### src/rtl/wcap_pkg.sv
package wcap_pkg;
  typedef enum logic [2:0] {
    SRC_CUR  = 3'b000,
    SRC_VOLT = 3'b001
  } wcap_src_e;

  function automatic logic src_known(input logic [2:0] s);
    return (s == SRC_CUR) || (s == SRC_VOLT);
  endfunction

  // wrap mask of the decimation counter for rate code k: 2^k - 1
  function automatic logic [7:0] rate_wrap(input logic [3:0] k);
    return 8'((9'd1 << k) - 9'd1);
  endfunction
endpackage

### src/rtl/wcap_cfg.sv
module wcap_cfg #(
  parameter int PH_W   = 2,
  parameter int RATE_W = 2
) (
  input  logic              clk,
  input  logic              rst_n,
  input  logic              we,
  input  logic [2:0]        src_in,
  input  logic [PH_W-1:0]   ph_in,
  input  logic [RATE_W-1:0] rate_in,
  output logic [2:0]        src_q,
  output logic [PH_W-1:0]   ph_q,
  output logic [RATE_W-1:0] rate_q,
  output logic              restart
);
  always_ff @(posedge clk or negedge rst_n) begin
    if (!rst_n) begin
      src_q  <= 3'b000;
      ph_q   <= '0;
      rate_q <= '0;
    end else if (we) begin
      src_q  <= src_in;
      ph_q   <= ph_in;
      rate_q <= rate_in;
    end
  end

  assign restart = we;
endmodule

### src/rtl/wcap_decim.sv
module wcap_decim #(
  parameter int RATE_W = 2,
  localparam int CNT_W = (1 << RATE_W) - 1
) (
  input  logic              clk,
  input  logic              rst_n,
  input  logic              restart,
  input  logic              vld,
  input  logic [RATE_W-1:0] rate_q,
  input  logic              sel_ok,
  output logic              fire,
  output logic [CNT_W-1:0]  cnt
);
  import wcap_pkg::*;

  logic [CNT_W-1:0] wrap;
  assign wrap = CNT_W'(rate_wrap(4'(rate_q)));

  assign fire = vld && !restart && (cnt == '0) && sel_ok;

  always_ff @(posedge clk or negedge rst_n) begin
    if (!rst_n)       cnt <= '0;
    else if (restart) cnt <= '0;
    else if (vld)     cnt <= (cnt + CNT_W'(1)) & wrap;
  end

  // the count never leaves the window of the selected rate
  a_r4_cnt_bound: assert property (@(posedge clk) disable iff (!rst_n)
    (cnt & ~wrap) == '0);
  // a configuration write restarts the count
  a_r7_restart: assert property (@(posedge clk) disable iff (!rst_n)
    restart |=> cnt == '0);
  // no capture in the cycle of a configuration write
  a_r7_no_fire: assert property (@(posedge clk) disable iff (!rst_n)
    restart |-> !fire);
endmodule

### src/rtl/wcap_mux.sv
module wcap_mux #(
  parameter int NPH    = 3,
  parameter int CUR_W  = 24,
  parameter int VOLT_W = 16,
  parameter int OUT_W  = 24,
  parameter int PH_W   = 2
) (
  input  logic                 clk,
  input  logic                 rst_n,
  input  logic                 fire,
  input  logic [2:0]           src_q,
  input  logic [PH_W-1:0]      ph_q,
  input  logic [NPH*CUR_W-1:0] cur_bus,
  input  logic [NPH*VOLT_W-1:0] volt_bus,
  output logic [OUT_W-1:0]     wave
);
  import wcap_pkg::*;

  logic [OUT_W-1:0] cur_w  [NPH];
  logic [OUT_W-1:0] volt_w [NPH];
  logic [OUT_W-1:0] pick;

  for (genvar p = 0; p < NPH; p++) begin : g_ph
    logic [VOLT_W-1:0] v;
    assign v         = volt_bus[p*VOLT_W +: VOLT_W];
    assign cur_w[p]  = OUT_W'(cur_bus[p*CUR_W +: CUR_W]);
    assign volt_w[p] = {{(OUT_W-VOLT_W){v[VOLT_W-1]}}, v};
  end

  always_comb begin
    pick = '0;
    for (int p = 0; p < NPH; p++) begin
      if (int'(ph_q) == p) pick = (src_q == SRC_VOLT) ? volt_w[p] : cur_w[p];
    end
  end

  always_ff @(posedge clk or negedge rst_n) begin
    if (!rst_n)    wave <= '0;
    else if (fire) wave <= pick;
  end

  // a voltage capture leaves a pure sign extension in the upper bits
  a_r5_sext: assert property (@(posedge clk) disable iff (!rst_n)
    (fire && src_q == SRC_VOLT) |=>
      ((&wave[OUT_W-1:VOLT_W-1]) || !(|wave[OUT_W-1:VOLT_W-1])));
  // no capture, no change
  a_r10_hold: assert property (@(posedge clk) disable iff (!rst_n)
    !fire |=> $stable(wave));
endmodule

### src/rtl/wcap_stat.sv
module wcap_stat (
  input  logic clk,
  input  logic rst_n,
  input  logic fire,
  input  logic rd,
  input  logic mask,
  output logic rdy,
  output logic irq_n
);
  always_ff @(posedge clk or negedge rst_n) begin
    if (!rst_n)    rdy <= 1'b0;
    else if (fire) rdy <= 1'b1;
    else if (rd)   rdy <= 1'b0;
  end

  assign irq_n = !(rdy && mask);

  // a capture always leaves the flag set
  a_r6_set: assert property (@(posedge clk) disable iff (!rst_n)
    fire |=> rdy);
  // a read without a capture clears the flag
  a_r9_clear: assert property (@(posedge clk) disable iff (!rst_n)
    (rd && !fire) |=> !rdy);
  // the flag only rises through a capture
  a_r8_rise: assert property (@(posedge clk) disable iff (!rst_n)
    $rose(rdy) |-> $past(fire));
endmodule

### src/rtl/wcap_top.sv
module wcap_top #(
  parameter int NPH    = 3,
  parameter int CUR_W  = 24,
  parameter int VOLT_W = 16,
  parameter int OUT_W  = 24,
  parameter int PH_W   = 2,
  parameter int RATE_W = 2,
  localparam int CNT_W = (1 << RATE_W) - 1
) (
  input  logic                  clk,
  input  logic                  rst_n,
  input  logic                  smp_vld,
  input  logic [NPH*CUR_W-1:0]  cur_bus,
  input  logic [NPH*VOLT_W-1:0] volt_bus,
  input  logic                  cfg_we,
  input  logic [2:0]            cfg_src,
  input  logic [PH_W-1:0]       cfg_phase,
  input  logic [RATE_W-1:0]     cfg_rate,
  input  logic                  rdy_mask,
  input  logic                  stat_rd,
  output logic [OUT_W-1:0]      wave_reg,
  output logic                  rdy_flag,
  output logic                  irq_n
);
  import wcap_pkg::*;

  logic [2:0]        src_q;
  logic [PH_W-1:0]   ph_q;
  logic [RATE_W-1:0] rate_q;
  logic              restart;
  logic              sel_ok;
  logic              fire;
  logic [CNT_W-1:0]  cnt;

  assign sel_ok = src_known(src_q) && (int'(ph_q) < NPH);

  wcap_cfg #(.PH_W(PH_W), .RATE_W(RATE_W)) u_cfg (
    .clk(clk), .rst_n(rst_n), .we(cfg_we),
    .src_in(cfg_src), .ph_in(cfg_phase), .rate_in(cfg_rate),
    .src_q(src_q), .ph_q(ph_q), .rate_q(rate_q), .restart(restart)
  );

  wcap_decim #(.RATE_W(RATE_W)) u_decim (
    .clk(clk), .rst_n(rst_n), .restart(restart), .vld(smp_vld),
    .rate_q(rate_q), .sel_ok(sel_ok), .fire(fire), .cnt(cnt)
  );

  wcap_mux #(.NPH(NPH), .CUR_W(CUR_W), .VOLT_W(VOLT_W), .OUT_W(OUT_W), .PH_W(PH_W)) u_mux (
    .clk(clk), .rst_n(rst_n), .fire(fire), .src_q(src_q), .ph_q(ph_q),
    .cur_bus(cur_bus), .volt_bus(volt_bus), .wave(wave_reg)
  );

  wcap_stat u_stat (
    .clk(clk), .rst_n(rst_n), .fire(fire), .rd(stat_rd),
    .mask(rdy_mask), .rdy(rdy_flag), .irq_n(irq_n)
  );

  // the reserved phase code never captures
  a_r3_reserved: assert property (@(posedge clk) disable iff (!rst_n)
    (int'(ph_q) >= NPH) |-> !fire);
  // unknown source codes never capture
  a_r2_src: assert property (@(posedge clk) disable iff (!rst_n)
    !src_known(src_q) |-> !fire);
endmodule

### config.mk
export PLATFORM = sky130hd
export DESIGN_NAME = wcap_top
export DESIGN_NICKNAME = d
export VERILOG_FILES = /design/src/rtl/wcap_pkg.sv /design/src/rtl/wcap_cfg.sv /design/src/rtl/wcap_decim.sv /design/src/rtl/wcap_mux.sv /design/src/rtl/wcap_stat.sv /design/src/rtl/wcap_top.sv
export SDC_FILE = /design/constraint.sdc
export NUM_CORES = 1
export LEC_CHECK = 0
export ABC_CLOCK_PERIOD_IN_PS = 2750
export BUFFER_PORTS_ARGS = -buffer_cell sky130_fd_sc_hd__buf_2
export CORE_MARGIN = 1.5
export CORE_UTILIZATION = 30
export CTS_BUF_LIST = sky130_fd_sc_hd__clkbuf_2 sky130_fd_sc_hd__clkbuf_4 sky130_fd_sc_hd__clkbuf_8
export CTS_CLUSTER_DIAMETER = 50
export CTS_CLUSTER_SIZE = 30
export DETAILED_ROUTE_END_ITERATION = 8
export PLACE_DENSITY = 0.68
export RECOVER_POWER = 25
export SLEW_MARGIN = 5
export SYNTH_ARGS = -nofsm -noshare
export SYNTH_HDL_FRONTEND = slang
export SYNTH_HIERARCHICAL = 1
export SYNTH_SLANG_ARGS = --single-unit
### constraint.sdc
create_clock -name clk -period 2.75 [get_ports clk]
set_input_delay 0.275 -clock clk [delete_from_list [all_inputs] [get_ports clk]]
set_output_delay 0.275 -clock clk [all_outputs]
set_load 0.03 [all_outputs]
==> results by group, run 1 <==
Power
  • Switch Pwr: 854 µW
  • VDD IR-drop max: 180 µV
  • Clock network fraction of design power: 0.166
  • Net Sw Frac: 0.412
  • Static Leak: 0.00169 µW
  • Internal power: 1220 µW
  • Register share of total power: 0.370
  • PwrDens: 602 nW/µm²
  • Gate power share: 0.463

Synthesis
  • Post-synthesis cell area: 2500 µm²
  • Synth Area per Inst: 11.5 µm²
  • Yosys reg bits: 35
  • Top post-synthesis cells by area: dfrtp_1, mux4_2, mux2_2, a221oi_2, nor2_1
  • Main synth FF type: dfrtp_1
  • Mapped Cells: 217
  • Area leader, netlist: dfrtp_1
  • Mapped Nets: 352
  • Post-synthesis mux area share: 0.291
  • Post-Synth XOR/XNOR Area: 0
  • Post-synthesis adder-cell area fraction: 0.0100
  • Post-synth EDFFs: 0
  • Largest family of logic cells by synthesized area: multiplexers
  • Post-Synth Simple-Gate Area: 0.123
  • Sequential area share after synthesis: 0.351
  • Synth Area in Compound Gates: 0.167
  • Synth Warn #: 6
  • Top cell type's share of synthesized area: 0.351
  • Synth async-reset ratio: 1.00
  • Synth cell types: 44

STA
  • Fin. max-slew vios: 36
  • TNS Setup: 0 ns
  • Relative slew slack: -0.280
  • RSZ-0062 raised after global routing: false
  • Final Hold Viols: 0
  • Final period util: 0.802
  • Max Freq: 0.454 GHz
  • Final setup margin: 0.546 ns
  • Clock Skews: 0.00668 ns
  • Worst-Margin Slew: 1.92 ns
  • Final setup violation count: 0
  • Fin crit period: 2.20 ns

Cells and area
  • Layout area overhead: 37.8%
  • Nets: 506
  • Fillers: 821
  • Largest register FFs: 24
  • Share of cells above drive strength 1: 0.605
  • Core Util, Final: 0.423
  • Ant diodes: 0
  • Most frequent cells in the layout: buf_2, dfrtp_1, nor2_1
  • Commonest non-fill, non-tap cell in the layout: buf_2

Die
  • Initial Util: 0.307
  • DIE HEIGHT: 94.3 µm
  • # IOs: 159
  • Floorplan core area: 8130 µm²
  • Die width: 94.3 µm
  • Die ar.: 8880 µm²
  • Std-Cell Rows: 33

Status
  • Failing checks: capacitance limit, slew limit
  • Status: finished, violations left

Clock network
  • PostCTS Resize Cnt: 0
  • CTS Sinks: 35
  • CTS Buf Count: 5
  • Post-CTS Hold Fix Bufs: 0
  • Worst-Skew Late Latency: 0.28 ns
  • Setup bufs post-CTS: 0
  • Reg clk slew, reported paths: 0.07 ns
  • Root Driver: clkbuf_8
  • CTS H-tree lvls: 2
  • Clk buf depth: 2
  • CTS tree: done

Worst setup path
  • Setup CP Type: flip-flop to flip-flop
  • R2R depth: 7
  • Setup crit start kind: flip-flop
  • WP data arrival: 2.37 ns
  • CP required: 2.92 ns
  • Worst R2R Setup Slack: 0.55 ns
  • Max FO, Critical Path: 15
  • Setup crit end kind: flip-flop

Job
  • Max Cap Viol: 1

Placement
  • DP HPWL: 5960 µm
  • Port Buffer Count: 158
  • Setup WS pre-CTS: 0.562 ns
  • Gpl congestion: 0.829

Detailed routing
  • Final wirelength: 7510 µm
  • Drt wl/cell: 15.8 µm
  • Vias per cell: 5.09
  • First-pass iteration count of the detailed router: 4
  • Detailed-route DRC error count: 0
  • Initial DRC count: 65
  • Vias: 2418
  • Post-detailed-route count of antenna-violating nets: 0

Global route
  • Initial antenna violation count: 0
  • Grt ovf: 0
  • Vias in the first global route: 2390
  • Global-route wire length before repair: 11400 µm
  • Total track usage: 0.170
  • Largest net degree at the start of global routing: 43

Min path
  • Hold depth: 2
  • Worst min path class: primary input to flip-flop
## cell usage after synthesis (2+ instances only)
| master | count |
|---|---|
| dfrtp_1 | 35 |
| nor2_1 | 32 |
| mux2_2 | 15 |
| mux4_2 | 11 |
| a221oi_1 | 10 |
| mux2i_1 | 9 |
| a21oi_1 | 8 |
| a221oi_2 | 8 |
| clkbuf_1 | 7 |
| mux2_4 | 7 |
| nor2b_1 | 6 |
| a31o_2 | 5 |
| buf_2 | 5 |
| inv_1 | 5 |
| o21ai_0 | 5 |
| mux4_1 | 4 |
| nor3_1 | 4 |
| a311oi_1 | 3 |
| buf_6 | 3 |
| o22ai_1 | 3 |
| or3_1 | 3 |
| buf_8 | 2 |
| ha_1 | 2 |
| nand2_1 | 2 |
| nand2b_1 | 2 |
| nand3_1 | 2 |
| o21ai_1 | 2 |
## stage by stage
stage                     hold WS, ns  instances  total power, µW  area (µm²)
final                           0.228        475             2070        3440
after global placement          0.400        469             1730        3370
after detailed placement        0.414        469             1750        3370
after global routing            0.220        475             2200        3440
after CTS                       0.102        475             2100        3440
after floorplan               -0.0206        217             1400        2500
## layer usage
layer,global-route usage,vias up,part of all wire
met2,0.313,99,0.52
li1,-,1144,-
met5,0,-,0
met1,0.197,1162,0.40
met3,0.0291,13,0.066
met4,0.0585,0,0.016
## power by group through the flow
stage / registers (µW) / clock network, µW / logic, µW
5_1_grt: 787 / 385 / 1030
4_1_cts: 770 / 363 / 972
3_5_place_dp: 776 / 0 / 972
6_report: 768 / 345 / 961
3_3_place_gp: 776 / 0 / 956
2_1_floorplan: 1050 / 0 / 354
## cell type report
cell class / instances / area (µm²) / share of cell area
Sequential cell: 35 / 876 / 0.254
Multi-Input combinational cell: 158 / 1480 / 0.431
Timing Repair Buffer: 165 / 855 / 0.248
Inverter: 6 / 22.5 / 0.00654
Clock buffer: 6 / 76.3 / 0.0222
Tap cell: 105 / 131 / 0.0382
## worst paths after layout
check | start | to
worst max register to register | u_cfg/ph_q[1] | u_mux/wave[21]
worst max-delay path | u_cfg/ph_q[1] | u_mux/wave[21]
min in group asynchronous | rst_n | u_mux/wave[12]
worst min-delay path | cfg_rate[1] | u_cfg/rate_q[1]
max in group asynchronous | rst_n | u_decim/cnt[2]
worst min register to register | u_mux/wave[3] | u_mux/wave[3]
## logic make-up (layout without fill, tap and decap cells)
group,count (synthesis),after routing
mux,47,47
fa+ha+maj,2,2
simple gates,60,60
compound gates,49,49
flops,35,35
buf+inv,24,177
## critical path, stage by stage, from the launching register on
cell	delay (ns)
dfrtp_1	0.56
a211oi_2	0.28
nand3_1	0.10
nor2_2	0.35
inv_1	0.11
a2111o_1	0.46
o22ai_1	0.16
nor3_1	0.07
Power figures use the tool's default switching activity.
==> run 2, diff against run 1 <==
ABC_CLOCK_PERIOD_IN_PS = 2250   (was 2750)
clock period = 2.25 ns   (was 2.75 ns; I/O delays follow)
==> run 2 against run 1 <==
  * The run still ends with capacitance limit, slew limit left
  * Global-route usage is 0.48 points higher
  * Sequential cell count unchanged
  * Routed wire length grew 5.3%
  * Sequential share of layout area fell by 0.51 points
  * Combinational power rose by 25%
  * Cell count rose by 1.3%
  * Cell area increased by 2.0%
  * Clock skew shrank 0.00054 ns
  * Core utilization grew 0.86 points
==> results by group, run 2 (synthesis results as in run 1) <==
Worst setup path
  • R2R depth: 5 (was 7)
  • Setup crit start kind: flip-flop (unchanged)
  • Max FO, Critical Path: 21 (was 15)
  • CP required: 2.41 ns (was 2.92 ns)
  • Setup CP Type: flip-flop to flip-flop (unchanged)
  • Worst path slowest cell: mux4_1 (was dfrtp_1)
  • Worst R2R Setup Slack: 0.22 ns (was 0.55 ns)
  • Setup crit end kind: flip-flop (unchanged)
  • Crit-path cells: nor3b_4 > buf_12 > mux4_1 > a221oi_1 > nor2_1 (was a211oi_2 > nand3_1 > nor2_2 > inv_1 > a2111o_1 > o22ai_1 > nor3_1)
  • WP data arrival: 2.19 ns (was 2.37 ns)
  • Max stage delay on crit path: 0.58 ns (was 0.56 ns)

STA
  • Worst-Margin Slew: 1.98 ns (was 1.92 ns)
  • Fin crit period: 2.03 ns (was 2.20 ns)
  • Clock Skews: 0.00614 ns (was 0.00668 ns)
  • Final setup violation count: 0 (unchanged)
  • Max Freq: 0.493 GHz (was 0.454 GHz)
  • Fin. max-slew vios: 36 (unchanged)
  • Relative slew slack: -0.319 (was -0.280)
  • TNS Setup: 0 ns (unchanged)
  • Final setup margin: 0.221 ns (was 0.546 ns)
  • RSZ-0062 raised after global routing: false (unchanged)
  • Final period util: 0.902 (was 0.802)
  • Final Hold Viols: 0 (unchanged)

Die
  • Initial Util: 0.307 (unchanged)
  • # IOs: 159 (unchanged)
  • DIE HEIGHT: 94.3 µm (unchanged)
  • Std-Cell Rows: 33 (unchanged)
  • Die width: 94.3 µm (unchanged)
  • Die ar.: 8880 µm² (unchanged)
  • Floorplan core area: 8130 µm² (unchanged)

Cells and area
  • Layout area overhead: 40.6% (was 37.8%)
  • Most frequent cells in the layout: buf_2, dfrtp_1, nor2_1 (unchanged)
  • Fillers: 798 (was 821)
  • Nets: 509 (was 506)
  • Commonest non-fill, non-tap cell in the layout: buf_2 (unchanged)
  • Share of cells above drive strength 1: 0.611 (was 0.605)
  • Largest register FFs: 24 (unchanged)

Detailed routing
  • Drt wl/cell: 16.4 µm (was 15.8 µm)
  • Vias per cell: 5.03 (was 5.09)
  • First-pass iteration count of the detailed router: 4 (unchanged)
  • Initial DRC count: 101 (was 65)
  • Post-detailed-route count of antenna-violating nets: 0 (unchanged)
  • Detailed-route DRC error count: 0 (unchanged)
  • Final wirelength: 7910 µm (was 7510 µm)
  • Vias: 2419 (was 2418)

Global route
  • Total track usage: 0.175 (was 0.170)
  • Global-route wire length before repair: 11900 µm (was 11400 µm)
  • Grt ovf: 0 (unchanged)
  • Vias in the first global route: 2530 (was 2390)
  • Largest net degree at the start of global routing: 43 (unchanged)
  • Initial antenna violation count: 1 (was 0)

Power
  • PwrDens: 751 nW/µm² (was 602 nW/µm²)
  • Static Leak: 0.00173 µW (was 0.00169 µW)
  • VDD IR-drop max: 231 µV (was 180 µV)

Clock network
  • CTS Sinks: 35 (unchanged)
  • Root Driver: clkbuf_8 (unchanged)
  • CTS H-tree lvls: 2 (unchanged)
  • Worst-Skew Late Latency: 0.28 ns (about the same)
  • CTS tree: done (unchanged)
  • Reg clk slew, reported paths: 0.07 ns (about the same)
  • PostCTS Resize Cnt: 0 (unchanged)
  • Post-CTS Hold Fix Bufs: 0 (unchanged)
  • CTS Buf Count: 5 (unchanged)
  • Clk buf depth: 2 (unchanged)

Status
  • Failing checks: capacitance limit, slew limit (unchanged)
  • Status: finished, violations left (unchanged)

Placement
  • Setup WS pre-CTS: 0.150 ns (was 0.562 ns)
  • DP HPWL: 5920 µm (was 5960 µm)
  • Gpl congestion: 0.823 (was 0.829)
  • Port Buffer Count: 158 (unchanged)

Min path
  • Worst min path class: primary input to flip-flop (unchanged)
  • Hold depth: 2 (unchanged)

Job
  • Max Cap Viol: 1 (unchanged)
run 2: area by class of cell:
cell class	instances	area, µm²	area share
multi-input cells	158	1480	0.422
repair buffers	168	895	0.255
flip-flops and latches	35	876	0.249
well taps	105	131	0.0374
clock buffers	8	104	0.0296
inverters	6	22.5	0.00641
diodes	1	2.50	0.000712
run 2: routing by layer:
metal / track usage / part of all wire / vias to the layer above
li1: - / - / 1154
met1: 0.192 / 0.40 / 1170
met2: 0.337 / 0.53 / 93
met3: 0.0372 / 0.069 / 2
met4: 0.0435 / 0.0030 / 0
met5: 0 / 0 / -
run 2: metrics by stage:
stage                     instance area [µm²]   util  cells  power, µW  hold WS (ns)
after floorplan                          2500      -    217       1720       -0.0706
after global placement                   3380  0.415    470       2110         0.362
after detailed placement                 3380  0.415    470       2140         0.375
after CTS                                3480  0.428    478       2670        0.0615
after global routing                     3510  0.432    480       2810         0.166
final                                    3510  0.432    481       2640         0.177
run 2: power by group:
group,internal (µW),total [µW],switching [µW]
Clock,292,511,220
Combinational,465,1200,730
Sequential,817,933,116
Total,1570,2640,1070
run 2: repair_timing:
action                                 in CTS  in global routing
setup endpoints to repair                   0                  1
endpoints found under the hold margin       0                  0
setup buffers                               0                  1
run 2: worst max-delay path, delay by kind of cell, from the launching register on:
| kind | cells | cell delay [ns] |
|---|---|---|
| buffers and inverters | 1 | 0.22 |
| AOI/OAI and AO/OA | 1 | 0.31 |
| DFF | 1 | 0.45 |
| and+or+nand+nor | 2 | 0.36 |
| muxes | 1 | 0.58 |
run 2: worst paths after layout:
check	endpoint	start
min	u_cfg/ph_q[0]	cfg_phase[0]
min reg2reg	u_mux/wave[3]	u_mux/wave[3]
min in group asynchronous	u_mux/wave[12]	rst_n
max in group asynchronous	u_decim/cnt[2]	rst_n
max reg2reg	u_mux/wave[14]	u_cfg/src_q[2]
max	u_mux/wave[14]	u_cfg/src_q[2]
